File: src/rtl/gpio_ioc_pkg.sv
package gpio_ioc_pkg;

   localparam int unsigned REG_ADDR_W = 3;

   typedef enum logic [REG_ADDR_W-1:0] {
      RA_ENABLE  = 3'd0,
      RA_MODE    = 3'd1,
      RA_DEFAULT = 3'd2,
      RA_CONFIG  = 3'd3,
      RA_CAUSE   = 3'd4,
      RA_SNAP    = 3'd5,
      RA_LIVE    = 3'd6
   } reg_addr_e;

   function automatic logic is_clearing_read(input logic [REG_ADDR_W-1:0] a);
      return (a == RA_SNAP) || (a == RA_LIVE);
   endfunction

endpackage

File: src/rtl/gpio_ioc_sync.sv
module gpio_ioc_sync #(
   parameter int unsigned WIDTH  = 8,
   parameter int unsigned STAGES = 2
) (
   input  logic             clk_i,
   input  logic             rst_ni,
   input  logic [WIDTH-1:0] d_i,
   output logic [WIDTH-1:0] q_o
);

   if (STAGES < 2) begin : g_bad_stages
      $error("gpio_ioc_sync: STAGES must be at least 2");
   end

   logic [WIDTH-1:0] stage_q [STAGES];

   for (genvar s = 0; s < STAGES; s++) begin : g_stage
      if (s == 0) begin : g_first
         always_ff @(posedge clk_i or negedge rst_ni) begin
            if (!rst_ni) stage_q[s] <= '0;
            else         stage_q[s] <= d_i;
         end
      end else begin : g_next
         always_ff @(posedge clk_i or negedge rst_ni) begin
            if (!rst_ni) stage_q[s] <= '0;
            else         stage_q[s] <= stage_q[s-1];
         end
      end
   end

   assign q_o = stage_q[STAGES-1];

endmodule

File: src/rtl/gpio_ioc_detect.sv
module gpio_ioc_detect #(
   parameter int unsigned WIDTH = 8
) (
   input  logic             clk_i,
   input  logic             rst_ni,
   input  logic [WIDTH-1:0] pin_s_i,
   input  logic [WIDTH-1:0] ena_i,
   input  logic [WIDTH-1:0] mode_i,
   input  logic [WIDTH-1:0] dflt_i,
   output logic [WIDTH-1:0] hit_o
);

   logic [WIDTH-1:0] prev_q;

   always_ff @(posedge clk_i or negedge rst_ni) begin
      if (!rst_ni) prev_q <= '0;
      else         prev_q <= pin_s_i;
   end

   for (genvar i = 0; i < WIDTH; i++) begin : g_pin
      logic ref_bit;
      always_comb begin
         ref_bit  = mode_i[i] ? dflt_i[i] : prev_q[i];
         hit_o[i] = ena_i[i] && (pin_s_i[i] != ref_bit);
      end
   end


   disabled_pin_silent_chk: assert property (@(posedge clk_i) disable iff (!rst_ni)
      (hit_o & ~ena_i) == '0);

endmodule

File: src/rtl/gpio_ioc_capture.sv
module gpio_ioc_capture #(
   parameter int unsigned WIDTH = 8
) (
   input  logic             clk_i,
   input  logic             rst_ni,
   input  logic [WIDTH-1:0] pin_s_i,
   input  logic [WIDTH-1:0] hit_i,
   input  logic             clr_i,
   output logic             pending_o,
   output logic [WIDTH-1:0] snap_o,
   output logic [WIDTH-1:0] cause_o
);

   logic             pending_q;
   logic [WIDTH-1:0] snap_q;
   logic [WIDTH-1:0] cause_q;
   logic [WIDTH-1:0] defer_q;
   logic [WIDTH-1:0] raise;

   // a trigger seen in a clearing cycle is held one cycle so it is not lost
   assign raise = hit_i | defer_q;

   always_ff @(posedge clk_i or negedge rst_ni) begin
      if (!rst_ni) begin
         pending_q <= 1'b0;
         snap_q    <= '0;
         cause_q   <= '0;
         defer_q   <= '0;
      end else begin
         defer_q <= clr_i ? hit_i : '0;
         if (clr_i) begin
            pending_q <= 1'b0;
            cause_q   <= '0;
         end else if (!pending_q && (raise != '0)) begin
            pending_q <= 1'b1;
            snap_q    <= pin_s_i;
            cause_q   <= raise;
         end
      end
   end

   assign pending_o = pending_q;
   assign snap_o    = snap_q;
   assign cause_o   = cause_q;


   snap_taken_chk: assert property (@(posedge clk_i) disable iff (!rst_ni)
      $rose(pending_q) |-> snap_q == $past(pin_s_i));


   frozen_while_pending_chk: assert property (@(posedge clk_i) disable iff (!rst_ni)
      (pending_q && !clr_i) |=> ($stable(snap_q) && $stable(cause_q) && pending_q));


   read_clears_chk: assert property (@(posedge clk_i) disable iff (!rst_ni)
      clr_i |=> !pending_q && (cause_q == '0));


   cause_matches_pending_chk: assert property (@(posedge clk_i) disable iff (!rst_ni)
      pending_q == (cause_q != '0));


   clear_then_detect_chk: assert property (@(posedge clk_i) disable iff (!rst_ni)
      (clr_i && (hit_i != '0)) ##1 !clr_i |=> pending_q);

endmodule

File: src/rtl/gpio_ioc_regs.sv
module gpio_ioc_regs
   import gpio_ioc_pkg::*;
#(
   parameter int unsigned WIDTH = 8
) (
   input  logic                  clk_i,
   input  logic                  rst_ni,
   input  logic                  wr_i,
   input  logic                  rd_i,
   input  logic [REG_ADDR_W-1:0] addr_i,
   input  logic [WIDTH-1:0]      wdata_i,
   input  logic [WIDTH-1:0]      pin_s_i,
   input  logic [WIDTH-1:0]      snap_i,
   input  logic [WIDTH-1:0]      cause_i,
   output logic [WIDTH-1:0]      ena_o,
   output logic [WIDTH-1:0]      mode_o,
   output logic [WIDTH-1:0]      dflt_o,
   output logic                  pol_high_o,
   output logic [WIDTH-1:0]      rdata_o,
   output logic                  clr_o
);

   logic [WIDTH-1:0] ena_q, mode_q, dflt_q;
   logic             pol_q;

   always_ff @(posedge clk_i or negedge rst_ni) begin
      if (!rst_ni) begin
         ena_q  <= '0;
         mode_q <= '0;
         dflt_q <= '0;
         pol_q  <= 1'b0;
      end else if (wr_i) begin
         case (addr_i)
            RA_ENABLE:  ena_q  <= wdata_i;
            RA_MODE:    mode_q <= wdata_i;
            RA_DEFAULT: dflt_q <= wdata_i;
            RA_CONFIG:  pol_q  <= wdata_i[0];
            default: ;
         endcase
      end
   end

   always_comb begin
      case (addr_i)
         RA_ENABLE:  rdata_o = ena_q;
         RA_MODE:    rdata_o = mode_q;
         RA_DEFAULT: rdata_o = dflt_q;
         RA_CONFIG:  rdata_o = {{(WIDTH-1){1'b0}}, pol_q};
         RA_CAUSE:   rdata_o = cause_i;
         RA_SNAP:    rdata_o = snap_i;
         RA_LIVE:    rdata_o = pin_s_i;
         default:    rdata_o = '0;
      endcase
   end

   assign clr_o      = rd_i && is_clearing_read(addr_i);
   assign ena_o      = ena_q;
   assign mode_o     = mode_q;
   assign dflt_o     = dflt_q;
   assign pol_high_o = pol_q;


   write_lands_chk: assert property (@(posedge clk_i) disable iff (!rst_ni)
      (wr_i && addr_i == RA_ENABLE) |=> ena_q == $past(wdata_i));

endmodule

File: src/rtl/gpio_ioc_ctrl.sv
module gpio_ioc_ctrl
   import gpio_ioc_pkg::*;
#(
   parameter int unsigned PORT_W      = 8,
   parameter int unsigned SYNC_STAGES = 2,
   parameter bit          IRQ_OUT_REG = 1'b0
) (
   input  logic              clk_i,
   input  logic              rst_ni,
   input  logic [PORT_W-1:0] pins_i,
   input  logic              reg_wr_i,
   input  logic              reg_rd_i,
   input  logic [2:0]        reg_addr_i,
   input  logic [PORT_W-1:0] reg_wdata_i,
   output logic [PORT_W-1:0] reg_rdata_o,
   output logic              irq_o
);

   if (PORT_W < 2 || PORT_W > 32) begin : g_bad_width
      $error("gpio_ioc_ctrl: PORT_W must lie in 2..32");
   end

   logic [PORT_W-1:0] pin_s, ena, mode, dflt, hit, snap, cause;
   logic              pol_high, clr, pending, irq_level;

   gpio_ioc_sync #(.WIDTH(PORT_W), .STAGES(SYNC_STAGES)) sync_i (
      .clk_i (clk_i),
      .rst_ni(rst_ni),
      .d_i   (pins_i),
      .q_o   (pin_s)
   );

   gpio_ioc_detect #(.WIDTH(PORT_W)) detect_i (
      .clk_i  (clk_i),
      .rst_ni (rst_ni),
      .pin_s_i(pin_s),
      .ena_i  (ena),
      .mode_i (mode),
      .dflt_i (dflt),
      .hit_o  (hit)
   );

   gpio_ioc_capture #(.WIDTH(PORT_W)) capture_i (
      .clk_i    (clk_i),
      .rst_ni   (rst_ni),
      .pin_s_i  (pin_s),
      .hit_i    (hit),
      .clr_i    (clr),
      .pending_o(pending),
      .snap_o   (snap),
      .cause_o  (cause)
   );

   gpio_ioc_regs #(.WIDTH(PORT_W)) regs_i (
      .clk_i     (clk_i),
      .rst_ni    (rst_ni),
      .wr_i      (reg_wr_i),
      .rd_i      (reg_rd_i),
      .addr_i    (reg_addr_i),
      .wdata_i   (reg_wdata_i),
      .pin_s_i   (pin_s),
      .snap_i    (snap),
      .cause_i   (cause),
      .ena_o     (ena),
      .mode_o    (mode),
      .dflt_o    (dflt),
      .pol_high_o(pol_high),
      .rdata_o   (reg_rdata_o),
      .clr_o     (clr)
   );

   assign irq_level = pol_high ? pending : ~pending;

   if (IRQ_OUT_REG) begin : g_irq_reg
      logic irq_q;
      always_ff @(posedge clk_i or negedge rst_ni) begin
         if (!rst_ni) irq_q <= 1'b1;
         else         irq_q <= irq_level;
      end
      assign irq_o = irq_q;
   end else begin : g_irq_comb
      assign irq_o = irq_level;
   end


   idle_level_chk: assert property (@(posedge clk_i) disable iff (!rst_ni)
      (!pending && !IRQ_OUT_REG) |-> irq_o == ~pol_high);

endmodule

File: config.mk
export PLATFORM = sky130hd
export DESIGN_NAME = gpio_ioc_ctrl
export DESIGN_NICKNAME = d
export VERILOG_FILES = /design/src/rtl/gpio_ioc_pkg.sv /design/src/rtl/gpio_ioc_sync.sv /design/src/rtl/gpio_ioc_detect.sv /design/src/rtl/gpio_ioc_capture.sv /design/src/rtl/gpio_ioc_regs.sv /design/src/rtl/gpio_ioc_ctrl.sv
export SDC_FILE = /design/constraint.sdc
export NUM_CORES = 1
export LEC_CHECK = 0
export CELL_PAD_IN_SITES_DETAIL_PLACEMENT = 0
export CELL_PAD_IN_SITES_GLOBAL_PLACEMENT = 1
export CORE_MARGIN = 3
export CORE_UTILIZATION = 52
export CTS_CLUSTER_DIAMETER = 60
export DETAILED_ROUTE_END_ITERATION = 10
export DONT_BUFFER_PORTS = 1
export PLACE_DENSITY_LB_ADDON = 0.1
export SLEW_MARGIN = 20
export SYNTH_ARGS = -nofsm -noshare
export SYNTH_HDL_FRONTEND = slang
export SYNTH_HIERARCHICAL = 1
export SYNTH_SLANG_ARGS = --single-unit
File: constraint.sdc
create_clock -name clk_i -period 2.6 [get_ports clk_i]
set_input_delay 0.13 -clock clk_i [delete_from_list [all_inputs] [get_ports clk_i]]
set_output_delay 0.13 -clock clk_i [all_outputs]
set_load 0.01 [all_outputs]
# Yosys cells after proc, flatten, opt, wreduce, memory -nomap -nowiden
# Index checks and enable logic that the tools add are counted.
# totals
reg_bits,74
out_inout_bits,9
elab_cells,63
# op_classes
eq_ne,14
n_mux,15
n_bitwise,3
n_reduce_logical,20
# op_table
op,count
case mux 8 bit (7 select lines),1
two-way mux 8 bit,3
two-way mux 1 bit,11
logical AND 1 bit,10
AND reduction 2 bit,5
== test 3 bit (second input constant),3
!= test 1 bit,8
bitwise OR 8 bit,1
nonzero test 8 bit,1
== test 3 x 2 -> 1 bit (second input constant),2
== test 3 x 1 -> 1 bit (second input constant),1
logical NOT 3 bit,1
NOT 1 bit,2
nonzero test 2 bit,1
logical NOT 1 bit,1
logical OR 1 bit,1

# Depth between registers and ports, before layout
# logic_depth
depth_word,8
mapped_depth,8

# Cells and area by module
# The synthesis kept the hierarchy.
# by_module_without_submodules
mod,n_inst,cells_per_inst,area_per_inst_um2
gpio_ioc_regs,1,112,1396.3
gpio_ioc_capture,1,76,1054.8
gpio_ioc_sync,1,24,460.4
gpio_ioc_detect,1,40,440.4
gpio_ioc_ctrl,1,1,8.8

# Worst setup path before layout
# Ideal clock, no wire load.
# synth_path
path_kind,in2reg
from,input port reg_addr_i[0]
to,"register capture_i.snap_q[0], in the netlist capture_i/snap_o[0]"
setup_time_ns,0.125
t_arrival_ns,1.889
slack_ns,0.586
stages,8
n_path_buf,3
path_cell_list,buf_2 buf_2 nand2b_1 a21oi_1 or2_0 buf_6 a41oi_4 mux2_2
# synth_between
elab_chain_len,5
# synth_rtl
element,line_no,text
"start, declared",gpio_ioc_ctrl.sv:13,"input logic [2:0] reg_addr_i,"
== test 3 bit,gpio_ioc_pkg.sv:16,return (a == RA_SNAP) || (a == RA_LIVE);
logical OR 1 bit *,gpio_ioc_pkg.sv:16,
logical AND 1 bit *,gpio_ioc_regs.sv:56,assign clr_o = rd_i && is_clearing_read(addr_i);
via clr,gpio_ioc_ctrl.sv:24,"logic pol_high, clr, pending, irq_level;"
NOT 1 bit (no line) *,-,
AND reduction 2 bit (no line) *,-,
"end signal, assigned",gpio_ioc_capture.sv:36,snap_q <= pin_s_i;
"end, declared",gpio_ioc_capture.sv:15,logic [WIDTH-1:0] snap_q;
# Mark *: on every way through the listed nets, which the timed path passes. The rest lies on a longest branch.
# A chain may end at the register's enable or synchronous reset.

# Worst setup path in the final report
# layout_path
from,"register regs_i.mode_q[6], in the netlist regs_i/mode_o[6]"
to,"register capture_i.snap_q[7], in the netlist capture_i/snap_o[7]"
# layout_between
elab_chain_len,7
# layout_rtl
element,line_no,text
"start, declared",gpio_ioc_regs.sv:23,"logic [WIDTH-1:0] ena_q, mode_q, dflt_q;"
"start signal, assigned",gpio_ioc_regs.sv:35,RA_MODE: mode_q <= wdata_i;
two-way mux 1 bit,gpio_ioc_detect.sv:23,ref_bit = mode_i[i] ? dflt_i[i] : prev_q[i];
!= test 1 bit,gpio_ioc_detect.sv:24,hit_o[i] = ena_i[i] && (pin_s_i[i] != ref_bit);
logical AND 1 bit,gpio_ioc_detect.sv:24,
via hit[6],gpio_ioc_ctrl.sv:23,"logic [PORT_W-1:0] pin_s, ena, mode, dflt, hit, snap, cause;"
bitwise OR 8 bit,gpio_ioc_capture.sv:21,assign raise = hit_i | defer_q;
nonzero test 8 bit,gpio_ioc_capture.sv:34,end else if (!pending_q && (raise != '0)) begin
logical AND 1 bit,gpio_ioc_capture.sv:34,
AND reduction 2 bit (no line),-,
# The timed path passes the listed nets, and every way through them passes these cells.

==> metrics.yaml <==
detailed_routing:
  final_antenna_net_count: 0
  route.detailed.wl_per_inst_um: 19.33
  vias: 2005
  dr.pass1.iters: 4
  post-route-drc-count: 0
  detail_route.iter0.violations: 77
  detail_route.vias_per_cell: 5.761
  finalWirelength_mm: 6.726
layout:
  antennaDiodeCount: 0
  drive_gt1_share_pct: 24.18
  final_common_cell: "sky130_fd_sc_hd__dfrtp_1"
  layout_common_cells: "74 x sky130_fd_sc_hd__dfrtp_1, 41 x sky130_fd_sc_hd__mux2_2, 28 x sky130_fd_sc_hd__mux2i_1"
  nets: 291
  fillers: 491
  area_delta_synth_final_pct: 12.25
clock_tree:
  root_buffer: "sky130_fd_sc_hd__clkbuf_8"
  cts.sink_count: 74
  cts_buffers: 9
  tritoncts: "done"
  clkLatencyLatePin_ns: 0.34
  cts.htree.levels: 3
  max-clock-path-buffers: 2
  clk_transition_reported_paths_ns: 0.07
  quantity_of_gates_resized_following_cts: 0
yosys:
  synth-warning-count: 6
  ys_ff_latch: 74
  postSynthAreaPerCell_um2: 13.28
  synth.lib_cells_used.distinct: 33
  synth.top_cell.area_share_pct: 55.10
  syn-cell-area_um2: 3361
  synth_area_leader_cell: "sky130_fd_sc_hd__dfrtp_1"
  synthesis.nets: 276
  yosys-top-cells-area: "sky130_fd_sc_hd__dfrtp_1 55%, sky130_fd_sc_hd__mux2_2 14%, sky130_fd_sc_hd__mux2i_1 8.3%"
  syn_inst: 253
  ys_seq_area_share_pct: 55.10
floorplan:
  initial_core_util_pct: 55.13
  die_area_um2: 7463
  row_count: 28
  design.core.area_um2: 6096
  floorplan.die.height_um: 86.39
  io_pins: 32
  die_boundary_width_um: 86.39
sta:
  clock.fmax_mhz: 471.4
  rsz0062_at_grt: "no"
  finalSetupTns_ns: 0
  final-max-slew-violation-count: 0
  fin_crit_ns: 2.121
  post_route_clock_skew_ns: 0.007122
  final-setup-viol-count: 0
  layout_setup_ws_ns: 0.4787
  final_hold_fails: 0
  timing.final.crit_share_pct: 81.59
  worstMarginPinSlew_ns: 0.6966
  maxSlewHeadroom_pct: 53.51
placed_design:
  gp_congestion: 0.7660
  post-dp-hpwl_mm: 4.397
  detailedPlace.worstSlack_ns: 0.4557
  io_buffer_count: 0
run:
  maxCapViolations: 0
global_routing:
  grt_first_pass_wirelength_mm: 11.25
  grt_usage_pct: 20.30
  vias_in_the_first_global_route: 2126
  pin_count_of_the_biggest_net_entering_global_routing: 75
  number_of_antenna_violations_at_the_first_check_in_global_routing: 0
  overflow: 0
power_and_ir_drop:
  power.static_leakage_nw: 1.629
  p_per_area_nw_per_um2: 811.0
  max-vdd-ir-drop_v: 0.0003942
hold_path:
  min-delay-path-class: "in -> reg"
  hold_path_startpoint: "reg_addr_i[1]"
  whs_endpoint: "regs_i/pol_high_o"
  hold_path_depth: 2
setup_path:
  setup.worst_path.end_class: "flip-flop"
  cp_max_fo: 8
  timing_worst_setup_path_type: "reg -> reg"
  timing.critical_path.cells: "mux2i_1 > mux2i_1 > nor4_4 > a41oi_4 > mux2_2"
  critical_path.reg2reg.startpoint: "regs_i/mode_o[6]"
  ff2ff_path_depth: 5
  reg2reg_slack_ns: 0.48
  critical_path.startpoint_type: "flip-flop"
  crit_path_frequent_cell: "sky130_fd_sc_hd__mux2i_1"
  setup.worst_path.start: "regs_i/mode_o[6]"
  worstReg2RegEnd: "capture_i/snap_o[7]"
  timing.critical_path.slowest_cell_delay_ns: 0.46
  worstPathArrival_ns: 2.34
  timing.critical_path.slowest_stage_cell: "sky130_fd_sc_hd__mux2i_1"
  crit_required_ns: 2.82
status:
  status: "completed"
## critical path, delay by kind of cell (launching register included)
| family | cells | cell delay, ns |
|---|---|---|
| flip-flops | 1 | 0.38 |
| AO/OA/AOI/OAI | 1 | 0.43 |
| multiplexers | 3 | 1.07 |
| AND/OR/NAND/NOR | 1 | 0.12 |
## timing repair
item                      in CTS  in global routing
buffers inserted               0                  0
hold endpoints to repair     107                  0
hold buffers                  18                  0
## power breakdown
| group | total [mW] | internal (mW) | leakage (nW) | switching (mW) |
|---|---|---|---|---|
| combinational | 0.606 | 0.332 | 0.620 | 0.274 |
| clock | 0.956 | 0.569 | 0.105 | 0.387 |
| sequential | 1.50 | 1.35 | 0.904 | 0.144 |
## cells by family after synthesis
kind of cell           after synthesis  synth area share [%]
flip-flops                          74                 55.10
XOR/XNOR                             1                0.2607
AND/OR/NAND/NOR                     67                 13.11
multiplexers                        69                 22.08
AO/OA/AOI/OAI                       25                 6.031
buffers and inverters               17                 3.425
## worst max path at each step
stage,to,slack (ns),cells after the start
2_1_floorplan,capture_i/snap_o[0],0.59,8
3_3_place_gp,capture_i/snap_o[0],0.51,5
3_5_place_dp,capture_i/snap_o[5],0.46,5
4_1_cts,capture_i/snap_o[7],0.46,5
5_1_grt,capture_i/snap_o[6],0.39,5
6_report,capture_i/snap_o[7],0.48,5
## cell type report
class / instances / area, µm² / area share [%]
tap: 75 / 93.84 / 2.488
timing repair buffer: 21 / 220.2 / 5.837
multi-input combinational: 162 / 1394 / 36.95
clock inverter: 2 / 60.06 / 1.592
clock buffer: 14 / 152.6 / 4.046
sequential: 74 / 1852 / 49.09
## per-layer routing
layer / track usage, % / up-vias / wire length, µm
li1: - / 928 / -
met5: 0 / - / 0
met3: 4.468 / 15 / 284
met4: 10.76 / 0 / 167
met2: 28.93 / 44 / 3008
met1: 28.99 / 1018 / 3266
## Yosys cell counts, drive strengths merged
cell type / instances
nor2: 10
nor3b: 2
nor4: 4
and2: 9
a221o: 1
dfrtp: 74
nand2b: 18
a21oi: 1
a41oi: 2
a22oi: 4
and3b: 1
o211ai: 4
o21ai: 1
nand3b: 1
nand4: 1
buf: 15
and2b: 1
nand4b: 1
or2: 2
clkbuf: 2
mux2i: 28
xnor2: 1
nand2: 17
o22ai: 8
o21ba: 1
o221ai: 3
mux2: 41
## registers in the layout, summed over array words and instances, names as in the netlist
register	flops
capture_i/defer_q	8
regs_i/ena_o	8
sync_i/stage_q	8
capture_i/pending_o	1
regs_i/pol_high_o	1
regs_i/dflt_o	8
capture_i/snap_o	8
detect_i/prev_q	8
capture_i/cause_o	8
regs_i/mode_o	8
sync_i/q_o	8
## through the flow
stage / std cells / power (mW) / util (%) / cell area [µm²] / hold slack, ns
after global routing: 348 / 3.241 / 61.88 / 3772 / 0.03226
after global placement: 314 / 2.043 / 55.15 / 3362 / -0.1632
after floorplan: 253 / 1.974 / - / 3361 / -0.1656
after CTS: 348 / 3.089 / 61.88 / 3772 / 0.02494
final: 348 / 3.060 / 61.88 / 3772 / 0.03956
after detailed placement: 314 / 2.082 / 55.15 / 3362 / -0.1638
Note: power is estimated with default switching activity, not from simulation.
